File: config.mk
export PLATFORM = sky130hd
export DESIGN_NAME = rxd_ring_walker
export DESIGN_NICKNAME = d
export VERILOG_FILES = /design/src/rtl/rxd_pkg.sv /design/src/rtl/rxd_ctl_decode.sv /design/src/rtl/rxd_next_addr.sv /design/src/rtl/rxd_irq_status.sv /design/src/rtl/rxd_ring_walker.sv
export SDC_FILE = /design/constraint.sdc
export NUM_CORES = 1
export LEC_CHECK = 0
export CORE_MARGIN = 4
export CORE_UTILIZATION = 57
export CTS_CLUSTER_SIZE = 8
export DETAILED_ROUTE_END_ITERATION = 12
export PLACE_DENSITY = 0.82
export SLEW_MARGIN = 10
export SYNTH_ARGS = -nofsm -noshare
export SYNTH_HDL_FRONTEND = slang
export SYNTH_HIERARCHICAL = 1
export SYNTH_SLANG_ARGS = --single-unit
File: constraint.sdc
create_clock -name clk -period 3.5 [get_ports clk]
set_input_delay 0.525 -clock clk [delete_from_list [all_inputs] [get_ports clk]]
set_output_delay 0.525 -clock clk [all_outputs]
set_load 0.01 [all_outputs]
File: src/rtl/rxd_pkg.sv
package rxd_pkg;
  localparam int WORD      = 32;
  localparam int OWN_BIT   = 31;
  localparam int DIC_BIT   = 31;
  localparam int EOR_BIT   = 15;
  localparam int CHAIN_BIT = 14;
  localparam int FIRST_BIT = 9;
  localparam int LAST_BIT  = 8;
  localparam int LEN_LSB   = 16;
  localparam int SZ2_LSB   = 16;

  typedef enum logic [3:0] {
    S_IDLE, S_RD0, S_RD1, S_RD2, S_RD3, S_LOAD, S_DATA, S_DWR, S_WB, S_STALL
  } walk_st_e;
endpackage

File: src/rtl/rxd_ctl_decode.sv
module rxd_ctl_decode #(
  parameter int SZW = 13,
  parameter int CW  = SZW - 2
) (
  input  logic [31:0]   ctl_word,
  output logic          dic,
  output logic          eor,
  output logic          chain,
  output logic [CW-1:0] words1,
  output logic [CW-1:0] words2
);
  import rxd_pkg::*;

  assign dic    = ctl_word[DIC_BIT];
  assign eor    = ctl_word[EOR_BIT];
  assign chain  = ctl_word[CHAIN_BIT];
  // byte sizes rounded down to words by dropping the two low bits
  assign words1 = ctl_word[2 +: CW];
  assign words2 = chain ? '0 : ctl_word[SZ2_LSB + 2 +: CW];

  logic unused_ctl;
  assign unused_ctl = ^{ctl_word[30:29], ctl_word[13], ctl_word[17:16], ctl_word[1:0]};
endmodule

File: src/rtl/rxd_next_addr.sv
module rxd_next_addr #(
  parameter int AW     = 32,
  parameter int STRIDE = 16
) (
  input  logic [AW-1:0] cur,
  input  logic [AW-1:0] base,
  input  logic [AW-1:0] link,
  input  logic          eor,
  input  logic          chain,
  output logic [AW-1:0] nxt
);
  always_comb begin
    if (eor)        nxt = base;
    else if (chain) nxt = link;
    else            nxt = cur + AW'(STRIDE);
  end
endmodule

File: src/rtl/rxd_irq_status.sv
module rxd_irq_status (
  input  logic clk,
  input  logic rst_n,
  input  logic set,
  input  logic clr,
  output logic irq
);
  always_ff @(posedge clk) begin
    if (!rst_n)   irq <= 1'b0;
    else if (set) irq <= 1'b1;
    else if (clr) irq <= 1'b0;
  end

  a_r8_set_raises: assert property (@(posedge clk) disable iff (!rst_n)
    set |=> irq);
  a_r9_clear_drops: assert property (@(posedge clk) disable iff (!rst_n)
    (clr && !set) |=> !irq);
  a_r9_sticky: assert property (@(posedge clk) disable iff (!rst_n)
    (irq && !clr) |=> irq);
endmodule

File: src/rtl/rxd_ring_walker.sv
module rxd_ring_walker #(
  parameter int AW     = 32,
  parameter int SZW    = 13,
  parameter int LENW   = 14,
  parameter int STRIDE = 16
) (
  input  logic          clk,
  input  logic          rst_n,
  input  logic          start,
  input  logic [AW-1:0] ring_base,
  output logic          mem_req,
  output logic          mem_we,
  output logic [AW-1:0] mem_addr,
  output logic [31:0]   mem_wdata,
  input  logic [31:0]   mem_rdata,
  input  logic          mem_ack,
  input  logic          s_valid,
  output logic          s_ready,
  input  logic [31:0]   s_data,
  input  logic          s_last,
  input  logic          irq_clr,
  output logic          irq_rx,
  output logic          buf_unavail
);
  import rxd_pkg::*;
  localparam int CW = SZW - 2;

  walk_st_e      state;
  logic [AW-1:0] cur, a1, a2, ptr, nxt;
  logic [31:0]   ctl_w, beat, wb_word;
  logic [CW-1:0] rem, words1, words2;
  logic [LENW-1:0] len;
  logic          buf2, first_here, in_frame, got_last;
  logic          dsc_dic, dsc_eor, dsc_chain, irq_set;

  rxd_ctl_decode #(.SZW(SZW), .CW(CW)) u_dec (
    .ctl_word(ctl_w), .dic(dsc_dic), .eor(dsc_eor), .chain(dsc_chain),
    .words1(words1), .words2(words2));

  rxd_next_addr #(.AW(AW), .STRIDE(STRIDE)) u_nxt (
    .cur(cur), .base(ring_base), .link(a2), .eor(dsc_eor), .chain(dsc_chain),
    .nxt(nxt));

  assign irq_set = (state == S_WB) && mem_ack && got_last && !dsc_dic;

  rxd_irq_status u_irq (
    .clk(clk), .rst_n(rst_n), .set(irq_set), .clr(irq_clr), .irq(irq_rx));

  always_comb begin
    wb_word = '0;
    wb_word[LEN_LSB +: LENW] = len;
    wb_word[FIRST_BIT] = first_here;
    wb_word[LAST_BIT]  = got_last;
  end

  always_comb begin
    mem_req   = 1'b0;
    mem_we    = 1'b0;
    mem_addr  = cur;
    mem_wdata = '0;
    unique case (state)
      S_RD0: mem_req = 1'b1;
      S_RD1: begin mem_req = 1'b1; mem_addr = cur + AW'(4);  end
      S_RD2: begin mem_req = 1'b1; mem_addr = cur + AW'(8);  end
      S_RD3: begin mem_req = 1'b1; mem_addr = cur + AW'(12); end
      S_DWR: begin mem_req = 1'b1; mem_we = 1'b1; mem_addr = ptr; mem_wdata = beat; end
      S_WB:  begin mem_req = 1'b1; mem_we = 1'b1; mem_wdata = wb_word; end
      default: ;
    endcase
  end

  assign s_ready = (state == S_DATA);

  always_ff @(posedge clk) begin
    if (!rst_n) begin
      state       <= S_IDLE;
      cur         <= '0;
      ctl_w       <= '0;
      a1          <= '0;
      a2          <= '0;
      ptr         <= '0;
      rem         <= '0;
      beat        <= '0;
      len         <= '0;
      buf2        <= 1'b0;
      first_here  <= 1'b0;
      in_frame    <= 1'b0;
      got_last    <= 1'b0;
      buf_unavail <= 1'b0;
    end else begin
      unique case (state)
        S_IDLE: if (start) begin
          cur         <= ring_base;
          buf_unavail <= 1'b0;
          state       <= S_RD0;
        end
        S_STALL: if (start) begin
          buf_unavail <= 1'b0;
          state       <= S_RD0;
        end
        S_RD0: if (mem_ack) begin
          if (!mem_rdata[OWN_BIT]) begin
            buf_unavail <= 1'b1;
            state       <= S_STALL;
          end else state <= S_RD1;
        end
        S_RD1: if (mem_ack) begin ctl_w <= mem_rdata; state <= S_RD2; end
        S_RD2: if (mem_ack) begin a1 <= mem_rdata[AW-1:0]; state <= S_RD3; end
        S_RD3: if (mem_ack) begin a2 <= mem_rdata[AW-1:0]; state <= S_LOAD; end
        S_LOAD: begin
          first_here <= !in_frame;
          got_last   <= 1'b0;
          if (!in_frame) len <= '0;
          if (words1 != '0) begin
            ptr <= a1; rem <= words1; buf2 <= 1'b0; state <= S_DATA;
          end else if (words2 != '0) begin
            ptr <= a2; rem <= words2; buf2 <= 1'b1; state <= S_DATA;
          end else state <= S_WB;
        end
        S_DATA: if (s_valid) begin
          beat     <= s_data;
          got_last <= s_last;
          in_frame <= 1'b1;
          len      <= len + LENW'(4);
          state    <= S_DWR;
        end
        S_DWR: if (mem_ack) begin
          ptr <= ptr + AW'(4);
          rem <= rem - CW'(1);
          if (got_last) state <= S_WB;
          else if (rem == CW'(1)) begin
            if (!buf2 && words2 != '0) begin
              ptr <= a2; rem <= words2; buf2 <= 1'b1; state <= S_DATA;
            end else state <= S_WB;
          end else state <= S_DATA;
        end
        S_WB: if (mem_ack) begin
          cur <= nxt;
          if (got_last) in_frame <= 1'b0;
          state <= S_RD0;
        end
        default: state <= S_IDLE;
      endcase
    end
  end

  a_r11_req_hold: assert property (@(posedge clk) disable iff (!rst_n)
    (mem_req && !mem_ack) |=> (mem_req && $stable(mem_addr) && $stable(mem_we)
                               && $stable(mem_wdata)));
  a_r10_no_ready_in_access: assert property (@(posedge clk) disable iff (!rst_n)
    mem_req |-> !s_ready);
  a_r2_stall_blocks_stream: assert property (@(posedge clk) disable iff (!rst_n)
    buf_unavail |-> !s_ready);
  a_r6_wrap_to_base: assert property (@(posedge clk) disable iff (!rst_n)
    (state == S_WB && mem_ack && dsc_eor) |=> (cur == $past(ring_base)));
endmodule

==> flow_metrics.tcl <==
set metrics [dict create \
    grt_pass1_wl_mm 73.7 \
    critical_path_class "reg -> out" \
    grt_pass1_vias 13345 \
    drtIter0Drc 1962 \
    fin_skew_ps 30.3 \
    diodes 0 \
    total_power_mw 9.06 \
    cp-end-kind "primary output" \
    grt_overflow 0 \
    syn_area_per_cell_um2 7.39 \
    syn_nets 1924 \
    place_area_mm2 0.0154 \
    finalNetCount 2052 \
    cts_made_buffers 31 \
    fmax_ghz 0.286 \
    port_buffers 171 \
    ff2ff_setup_slack_ps 320 \
    final-setup-viol-count 0 \
    fillers 1896 \
    via_per_inst 6.46 \
    antenna_found_initial 2 \
    drive_above_1_share 0.113 \
    max_cap_violations 0 \
    start_util 0.585 \
    synth_cells 1814 \
    die_area_mm2 0.0261 \
    critPathLaunchType "register" \
    ir_drop_uv 507 \
    die_height_um 161 \
    core_mm2 0.0229 \
    fin_area_mm2 0.0165 \
    worstSkewPairLatency_ps 570 \
    htree_levels 1 \
    ios 172 \
    yosysWarnings 6 \
    final_max_slew_viol_count 0 \
    hold_viol 0 \
    dieWidth_um 161 \
    slew_headroom 0.280 \
    clock_sinks 218 \
    cts_buffer_depth 3 \
    grt_setup_unrepaired "true" \
    ant_nets 0 \
    grt_max_degree 71 \
    worst_pin_slew_ps 1080 \
    gp_congestion 0.999 \
    path_max_fanout 4 \
    post-route-period-util 0.998 \
    first_pass_iters 6 \
    wire_per_inst_um 21.1 \
    holdBufCountCts 0 \
    hp-class "reg -> reg" \
    path_clk_slew_ps 50 \
    syn_to_final_growth_pct 22.9 \
    dpl.hpwl_mm 33.9 \
    finalWirelength_mm 47.7 \
    cts_tree "built" \
    vias 14568 \
    required_ps 2970 \
    power.density_mw_per_mm2 549 \
    grtUsageTotal 0.348 \
    synth_area_mm2 0.0134 \
    drcViolationCount 0 \
    p_leak_nw 5.77 \
    cp.arrival_ps 2970 \
    cts-root-buf "clkbuf_16" \
    rows 55 \
    period_minus_slack_ps 3490 \
    status "finished clean" \
]
layer usage:
| layer | global-route usage | vias up | wire, µm |
|---|---|---|---|
| met4 | 0.126 | 4 | 1880 |
| met2 | 0.552 | 928 | 21500 |
| li1 | - | 6723 | - |
| met5 | 0 | - | 26 |
| met1 | 0.482 | 6766 | 19000 |
| met3 | 0.0515 | 147 | 5250 |
per-stage QoR:
step	hold slack (ps)	utilization	TNS, ps	std cells	setup slack [ps]
floorplan	432	-	0	1814	730
global placement	437	0.671	0	2206	239
detailed placement	443	0.671	0	2206	160
CTS	451	0.714	0	2250	1.45
global route	476	0.719	-648	2256	-160
finish	450	0.719	0	2256	6.55
final timing paths:
check             from      endpoint  cells after the start
max           state[3]  mem_addr[30]                     11
min reg2reg   beat[15]      beat[15]                      2
max reg2reg  ctl_w[14]       ptr[31]                      7
min           beat[15]      beat[15]                      2
critical path: stages (launching register included):
cell,delay [ps]
dfxtp_1,330
nor4b_4,390
xor2_1,200
ha_1,170
a21o_1,110
nand4_1,160
buf_4,200
buf_6,130
nor4b_4,210
xnor2_1,140
o21ai_0,80
dlygate4sd2_1,290
cells in the final DEF (no fill, tap or decap), types with 11 or more instances in the layout:
cell type,count
and2_1,27
or3_1,16
nand3_1,54
o21ai_0,79
buf_4,83
a31oi_1,14
and3_1,22
o22ai_1,11
nor3_1,24
clkdlybuf4s50_1,147
a211oi_1,41
mux2i_1,51
clkbuf_16,31
dfxtp_1,214
nand2_1,377
o221ai_1,15
nand4_1,42
o211ai_1,12
nor4_1,15
a21oi_1,189
xnor2_1,35
a22o_1,16
nor2_1,111
inv_1,21
a221oi_1,13
a22oi_1,11
xor2_1,27
report_power, final:
part	internal [mW]	leakage [nW]	switching, mW
clock	1.64	0.413	1.07
combinational	1.35	3.60	2.06
sequential	2.68	1.77	0.258
what timing repair did:
| action | in CTS | in global routing |
|---|---|---|
| resized for setup | 38 | 38 |
| setup buffers | 10 | 6 |
| pin swaps | 5 | 7 |
| endpoints found under the setup margin | 55 | 27 |
area by class of cell:
class	instances	area, µm²	area share
well taps	313	392	0.0238
multi-input cells	1408	8380	0.508
repair buffers	261	2420	0.147
clock inverters	2	50.0	0.00304
clock buffers	32	790	0.0479
flip-flops and latches	218	4370	0.265
inverters	22	87.6	0.00531
flip-flops by register name, indices dropped and copies added (netlist names), 4 cells and up:
| signal | cells |
|---|---|
| a1 | 32 |
| a2 | 32 |
| beat | 32 |
| cur | 32 |
| ptr | 32 |
| ctl_w | 25 |
| len | 12 |
| rem | 11 |
| state | 4 |
Power figures use the tool's default switching activity.
